[config.mk]
export PLATFORM = sky130hd
export DESIGN_NAME = irq_arb_top
export DESIGN_NICKNAME = d
export VERILOG_FILES = /design/src/rtl/irq_arb_pkg.sv /design/src/rtl/irq_src_state.sv /design/src/rtl/irq_prio_pick.sv /design/src/rtl/irq_arb_top.sv
export SDC_FILE = /design/constraint.sdc
export NUM_CORES = 2
export LEC_CHECK = 0
export BUFFER_PORTS_ARGS = -buffer_cell sky130_fd_sc_hd__buf_2
export CORE_AREA = 8 8 587 589
export DETAILED_ROUTE_END_ITERATION = 12
export DIE_AREA = 0 0 595 597
export SYNTH_ARGS = -nofsm -noshare
export SYNTH_HDL_FRONTEND = slang
export SYNTH_SLANG_ARGS = --single-unit
[constraint.sdc]
create_clock -name clk -period 264.8 [get_ports clk]
set_clock_uncertainty 0.15 [all_clocks]
set_input_delay 39.72 -clock clk [delete_from_list [all_inputs] [get_ports clk]]
set_output_delay 39.72 -clock clk [all_outputs]
set_load 0.05 [all_outputs]
[src/rtl/irq_arb_pkg.sv]
package irq_arb_pkg;
  localparam int ID_W   = 10;
  localparam int PRIO_W = 8;
  localparam logic [ID_W-1:0] SPURIOUS_ID = 10'd1023;

  typedef struct packed {
    logic              found;
    logic [ID_W-1:0]   id;
    logic [PRIO_W-1:0] prio;
  } pick_t;
endpackage

[src/rtl/irq_src_state.sv]
module irq_src_state #(
  parameter int NUM_ID   = 96,
  parameter int EXT_BASE = 32,
  localparam int NUM_EXT = NUM_ID - EXT_BASE
) (
  input  logic              clk,
  input  logic              rst,
  input  logic [NUM_EXT-1:0] ext_irq,
  input  logic [NUM_ID-1:0] trig_edge,
  input  logic [NUM_ID-1:0] set_pend,
  input  logic [NUM_ID-1:0] clr_pend,
  input  logic [NUM_ID-1:0] set_en,
  input  logic [NUM_ID-1:0] clr_en,
  output logic [NUM_ID-1:0] pend_q,
  output logic [NUM_ID-1:0] en_q
);
  logic [NUM_ID-1:0] lvl_q;
  logic [NUM_ID-1:0] line_in;
  logic [NUM_ID-1:0] hw_set;

  // Map external lines onto the upper identifiers; the lower ones have no line.
  assign line_in = {ext_irq, {EXT_BASE{1'b0}}};

  for (genvar i = 0; i < NUM_ID; i++) begin : g_src
    logic rise;
    assign rise = line_in[i] & ~lvl_q[i];
    // Edge sources always capture; level sources only when enabled, or when
    // being enabled while their line is already high.
    assign hw_set[i] = (rise & (trig_edge[i] | en_q[i]))
                     | (set_en[i] & lvl_q[i] & ~trig_edge[i]);

    always_ff @(posedge clk) begin
      if (rst) begin
        lvl_q[i]  <= 1'b0;
        pend_q[i] <= 1'b0;
        en_q[i]   <= 1'b0;
      end else begin
        lvl_q[i]  <= line_in[i];
        pend_q[i] <= (pend_q[i] & ~clr_pend[i]) | set_pend[i] | hw_set[i];
        en_q[i]   <= (en_q[i] & ~clr_en[i]) | set_en[i];
      end
    end

    assert_edge_capture_R2: assert property (@(posedge clk) disable iff (rst)
      (line_in[i] && !lvl_q[i] && trig_edge[i]) |=> pend_q[i]);
    assert_level_enable_R4: assert property (@(posedge clk) disable iff (rst)
      (set_en[i] && lvl_q[i] && !trig_edge[i]) |=> (pend_q[i] && en_q[i]));
    assert_set_wins_R5: assert property (@(posedge clk) disable iff (rst)
      (set_pend[i] && clr_pend[i]) |=> pend_q[i]);
  end
endmodule

[src/rtl/irq_prio_pick.sv]
module irq_prio_pick
  import irq_arb_pkg::*;
#(
  parameter int NUM_ID = 96
) (
  input  logic [NUM_ID-1:0]        eligible,
  input  logic [NUM_ID*PRIO_W-1:0] prio_flat,
  output pick_t                    pick
);
  always_comb begin
    pick.found = 1'b0;
    pick.id    = SPURIOUS_ID;
    pick.prio  = '1;
    // Ascending scan with a strict compare keeps the lowest id on ties.
    for (int i = 0; i < NUM_ID; i++) begin
      if (eligible[i] &&
          (!pick.found || (prio_flat[i*PRIO_W +: PRIO_W] < pick.prio))) begin
        pick.found = 1'b1;
        pick.id    = ID_W'(i);
        pick.prio  = prio_flat[i*PRIO_W +: PRIO_W];
      end
    end
  end
endmodule

[src/rtl/irq_arb_top.sv]
module irq_arb_top
  import irq_arb_pkg::*;
#(
  parameter int NUM_ID   = 96,
  parameter int EXT_BASE = 32,
  localparam int NUM_EXT = NUM_ID - EXT_BASE
) (
  input  logic                      clk,
  input  logic                      rst,
  input  logic [NUM_EXT-1:0]        ext_irq,
  input  logic [NUM_ID-1:0]         trig_edge,
  input  logic [NUM_ID*PRIO_W-1:0]  prio_flat,
  input  logic [NUM_ID-1:0]         set_pend,
  input  logic [NUM_ID-1:0]         clr_pend,
  input  logic [NUM_ID-1:0]         set_en,
  input  logic [NUM_ID-1:0]         clr_en,
  input  logic                      dist_en,
  input  logic                      cpu_en,
  input  logic [PRIO_W:0]           prio_mask,
  input  logic [PRIO_W:0]           run_prio,
  output logic [NUM_ID-1:0]         pend_state,
  output logic [NUM_ID-1:0]         en_state,
  output logic                      irq_req,
  output logic [ID_W-1:0]           best_id
);
  pick_t pick;
  logic  pass_mask;
  logic  req_d;
  logic [ID_W-1:0] id_d;

  irq_src_state #(.NUM_ID(NUM_ID), .EXT_BASE(EXT_BASE)) u_state (
    .clk(clk), .rst(rst), .ext_irq(ext_irq), .trig_edge(trig_edge),
    .set_pend(set_pend), .clr_pend(clr_pend), .set_en(set_en), .clr_en(clr_en),
    .pend_q(pend_state), .en_q(en_state)
  );

  irq_prio_pick #(.NUM_ID(NUM_ID)) u_pick (
    .eligible(pend_state & en_state), .prio_flat(prio_flat), .pick(pick)
  );

  always_comb begin
    pass_mask = pick.found && ({1'b0, pick.prio} <= prio_mask);
    req_d     = 1'b0;
    id_d      = SPURIOUS_ID;
    if (dist_en && cpu_en && pass_mask) begin
      id_d  = pick.id;
      req_d = {1'b0, pick.prio} < run_prio;
    end
  end

  always_ff @(posedge clk) begin
    if (rst) begin
      irq_req <= 1'b0;
      best_id <= SPURIOUS_ID;
    end else begin
      irq_req <= req_d;
      best_id <= id_d;
    end
  end

  assert_gate_off_R8: assert property (@(posedge clk) disable iff (rst)
    (!dist_en || !cpu_en) |=> (!irq_req && best_id == SPURIOUS_ID));
  assert_spurious_quiet_R7: assert property (@(posedge clk) disable iff (rst)
    (best_id == SPURIOUS_ID) |-> !irq_req);
  assert_empty_sel_R7: assert property (@(posedge clk) disable iff (rst)
    ((pend_state & en_state) == '0) |=> (best_id == SPURIOUS_ID));
  assert_req_below_run_R10: assert property (@(posedge clk) disable iff (rst)
    (run_prio == '0) |=> !irq_req);
endmodule

==> flow_metrics.py <==
metrics = {
    "run_status": {
        "status": "finished clean",
    },
    "critical_path": {
        "rr_endpoint": "irq_req$_SDFF_PP0_",
        "rr_startpoint": "u_state.en_q[0]$_SDFF_PP0_",
        "reg2regPathDepth": 1001,
        "slowest_stage": "a2111oi_1",
        "cp-end-kind": "register",
        "slowest_delay_ns": 0.63,
        "start_kind": "input port",
        "worst-setup-path-type": "input port to register",
        "cpMostUsedCell": "a21oi_1",
        "cpLargestDelayFamily": "compound AO/OA/AOI/OAI gates",
        "crit_buf_inv": 58,
        "worstPathMaxFanout": 23,
        "arrival_ns": 249.58,
        "r2r_slack_ns": 54.10,
        "crit_required_ns": 265.26,
    },
    "detailed_routing": {
        "viasPerCell": 4.687,
        "routed_wl_um": 385200,
        "ant_nets": 0,
        "drt-initial-drc-count": 5666,
        "routedWlPerCell_um": 29.27,
        "first_pass_iters": 6,
        "drcViolationCount": 0,
        "dr_total_vias": 61700,
    },
    "synth": {
        "synth_top_cells_by_area": "ha_1, dfxtp_1, a21oi_1",
        "syn_nets": 8626,
        "synth_top_area_share": 0.1266,
        "synth_seq_cells": 265,
        "synth-main-ff-cell": "dfxtp_1",
        "yosysSeqAreaShare": 0.1082,
        "yosys_warnings": 0,
        "netlist_instances": 6796,
        "yosysUniqueCellTypes": 187,
        "syn_avg_cell_area_um2": 7.212,
        "synth-edff-count": 0,
        "ys_async_sr_fraction": 0,
        "syn-cell-area_mm2": 0.04901,
        "yosysTopAreaCell": "ha_1",
    },
    "clock_tree": {
        "cts.sinks": 265,
        "clkTransAtPathRegs_ns": 0.08,
        "hold_buffers": 0,
        "insertion_delay_ns": 0.69,
        "clockBufferDepth": 3,
        "clockRootBuffer": "clkbuf_16",
        "h-tree-depth": 2,
        "cts_tree": "done",
        "cts_buffers": 41,
    },
    "timing": {
        "setup-violations-final": 0,
        "finalHoldViolCount": 0,
        "max_freq_mhz": 4.014,
        "max-slew-margin-rel": 0.05087,
        "final-max-slew-violation-count": 0,
        "timing.hold.ws_ns": 0.3273,
        "worstMarginPinSlew_ns": 1.409,
        "fin_crit_sh": 0.9408,
        "setup_slack_ns": 15.68,
        "fin_crit_ns": 249.12,
    },
    "finish": {
        "drive_gt1_frac": 0.3018,
        "nets": 10180,
        "syn_to_final_growth_pct": 31.66,
        "register_area_mm2": 0.005305,
        "finalInstanceArea_mm2": 0.06452,
        "final_util": 0.1925,
        "multi_input_area_mm2": 0.04001,
        "fillers": 38560,
    },
    "global_routing": {
        "grt_overflow_total": 0,
        "grt_pass1_wl_um": 496300,
        "grt_usage": 0.2031,
        "antenna_found_initial": 509,
        "use_met1": 0.2156,
        "grt_util_met2": 0.3343,
        "grt.met3_usage": 0.08594,
        "grt_pass1_vias": 55740,
        "grt_max_degree": 73,
        "grt.busiest_layer": "met2",
    },
    "floorplan": {
        "core_area_mm2": 0.3353,
        "ioPinCount": 1537,
        "start_util": 0.1462,
        "rows": 213,
        "die_x_um": 595,
        "die_y_um": 597,
        "dieArea_mm2": 0.3552,
    },
    "place": {
        "dpl.hpwl_um": 352300,
        "portBuffers": 1504,
        "post-place-ws_ns": 5.269,
        "place.gp.congestion": 1.000,
        "placed_cell_area_mm2": 0.06172,
    },
    "min_path": {
        "hold_path_depth": 2,
        "hold_path_end": "u_state.pend_q[47]$_SDFF_PP0_",
        "hold_start": "u_state.lvl_q[47]$_SDFF_PP0_",
        "min_path_type": "register to register",
    },
    "flow_run": {
        "maxCapViolations": 0,
    },
}
[timing repair]
action	CTS	global route
resized for setup	0	90
setup endpoints to repair	0	9
buffers inserted	0	21
[worst reg2reg max path, delay by kind of cell (launching register included)]
kind,cells,cell delay [ns]
compound gates,508,110.40
buf+inv,64,9.71
flops,1,0.29
fa+ha+maj,96,28.41
simple gates,302,52.33
mux,31,9.20
[cells in the mapped netlist (34+ instances only)]
master and count:
a21oi_1 711, o21a_1 45, o211ai_1 133, and2_2 55, clkbuf_8 34, ha_1 496
nor3_1 83, a21o_2 48, o21ai_0 425, a211oi_1 57, nand3b_1 75, o31ai_1 35
nor2b_1 119, a31oi_1 125, or2_2 35, maj3_1 39, mux2i_1 192, dfxtp_1 265
nand3_1 120, clkbuf_1 38, a21o_1 135, nand4_1 104, mux2_2 56, nand2_1 712
inv_1 682, nor2_1 657, and3_2 48, or2b_2 35, buf_6 58
[area by class of cell]
type                            instances  share of cell area
Clock inverter                         17            0.003665
Antenna cell                          374             0.01450
Tap cell                             4407             0.08546
Sequential cell                       265             0.08222
Multi-Input combinational cell       5686              0.6200
Inverter                              683             0.03975
Clock buffer                           55             0.01718
Timing Repair Buffer                 1676              0.1372
[worst max-delay path by stage]
stage,startpoint,to,cells after the start
4_1_cts,prio_flat[7],irq_req$_SDFF_PP0_,880
6_report,prio_flat[7],irq_req$_SDFF_PP0_,877
2_1_floorplan,prio_flat[7],best_id[4]$_SDFF_PP1_,1188
3_5_place_dp,prio_flat[7],irq_req$_SDFF_PP0_,897
3_3_place_gp,prio_flat[7],irq_req$_SDFF_PP0_,1187
5_1_grt,prio_flat[5],irq_req$_SDFF_PP0_,874
[state kept, by name, indices dropped and copies added, names as in the netlist]
name            flops
irq_req             1
u_state.en_q       96
best_id             8
u_state.lvl_q      64
u_state.pend_q     96
[routing by layer]
metal | vias to the layer above | share of wire
met2 | 3068 | 0.45
met1 | 28610 | 0.37
met3 | 1108 | 0.10
met5 | - | 0.0030
met4 | 176 | 0.076
li1 | 28740 | -
[through the flow]
stage / cells / TNS [ns]
finish: 13160 / 0
global route: 12990 / -0.05832
CTS: 12770 / 0
detailed placement: 12700 / 0
global placement: 12700 / 0
floorplan: 6796 / 0
[layout by cell type, fill, tap and decap left out, types with 45 or more instances in the layout]
master    count
nor2b_1     119
nand2_1     707
nor3_1       80
and2_2       56
inv_1       682
a21oi_1     703
mux2i_1     186
dfxtp_1     265
nand3_1     120
and3_2       48
o21ai_0     406
buf_4       170
a211oi_1     53
a21o_1      133
ha_1        496
a21o_2       50
o21a_1       45
mux2_2       56
o211ai_1    133
nand3b_1     75
nand4_1     104
diode_2     374
nor2_1      651
buf_2      1503
a31oi_1     124
[cell families after synthesis]
family / after synthesis / synth area share
xor+xnor: 39 / 0.007123
mux: 293 / 0.06428
fa+ha+maj: 539 / 0.1355
buf+inv: 846 / 0.08328
flops: 265 / 0.1082
compound gates: 2450 / 0.3557
simple gates: 2364 / 0.2459
Power is left out: the tool's default activity adds up to more than one toggle a clock period on the data nets, which glitch-free logic cannot reach.
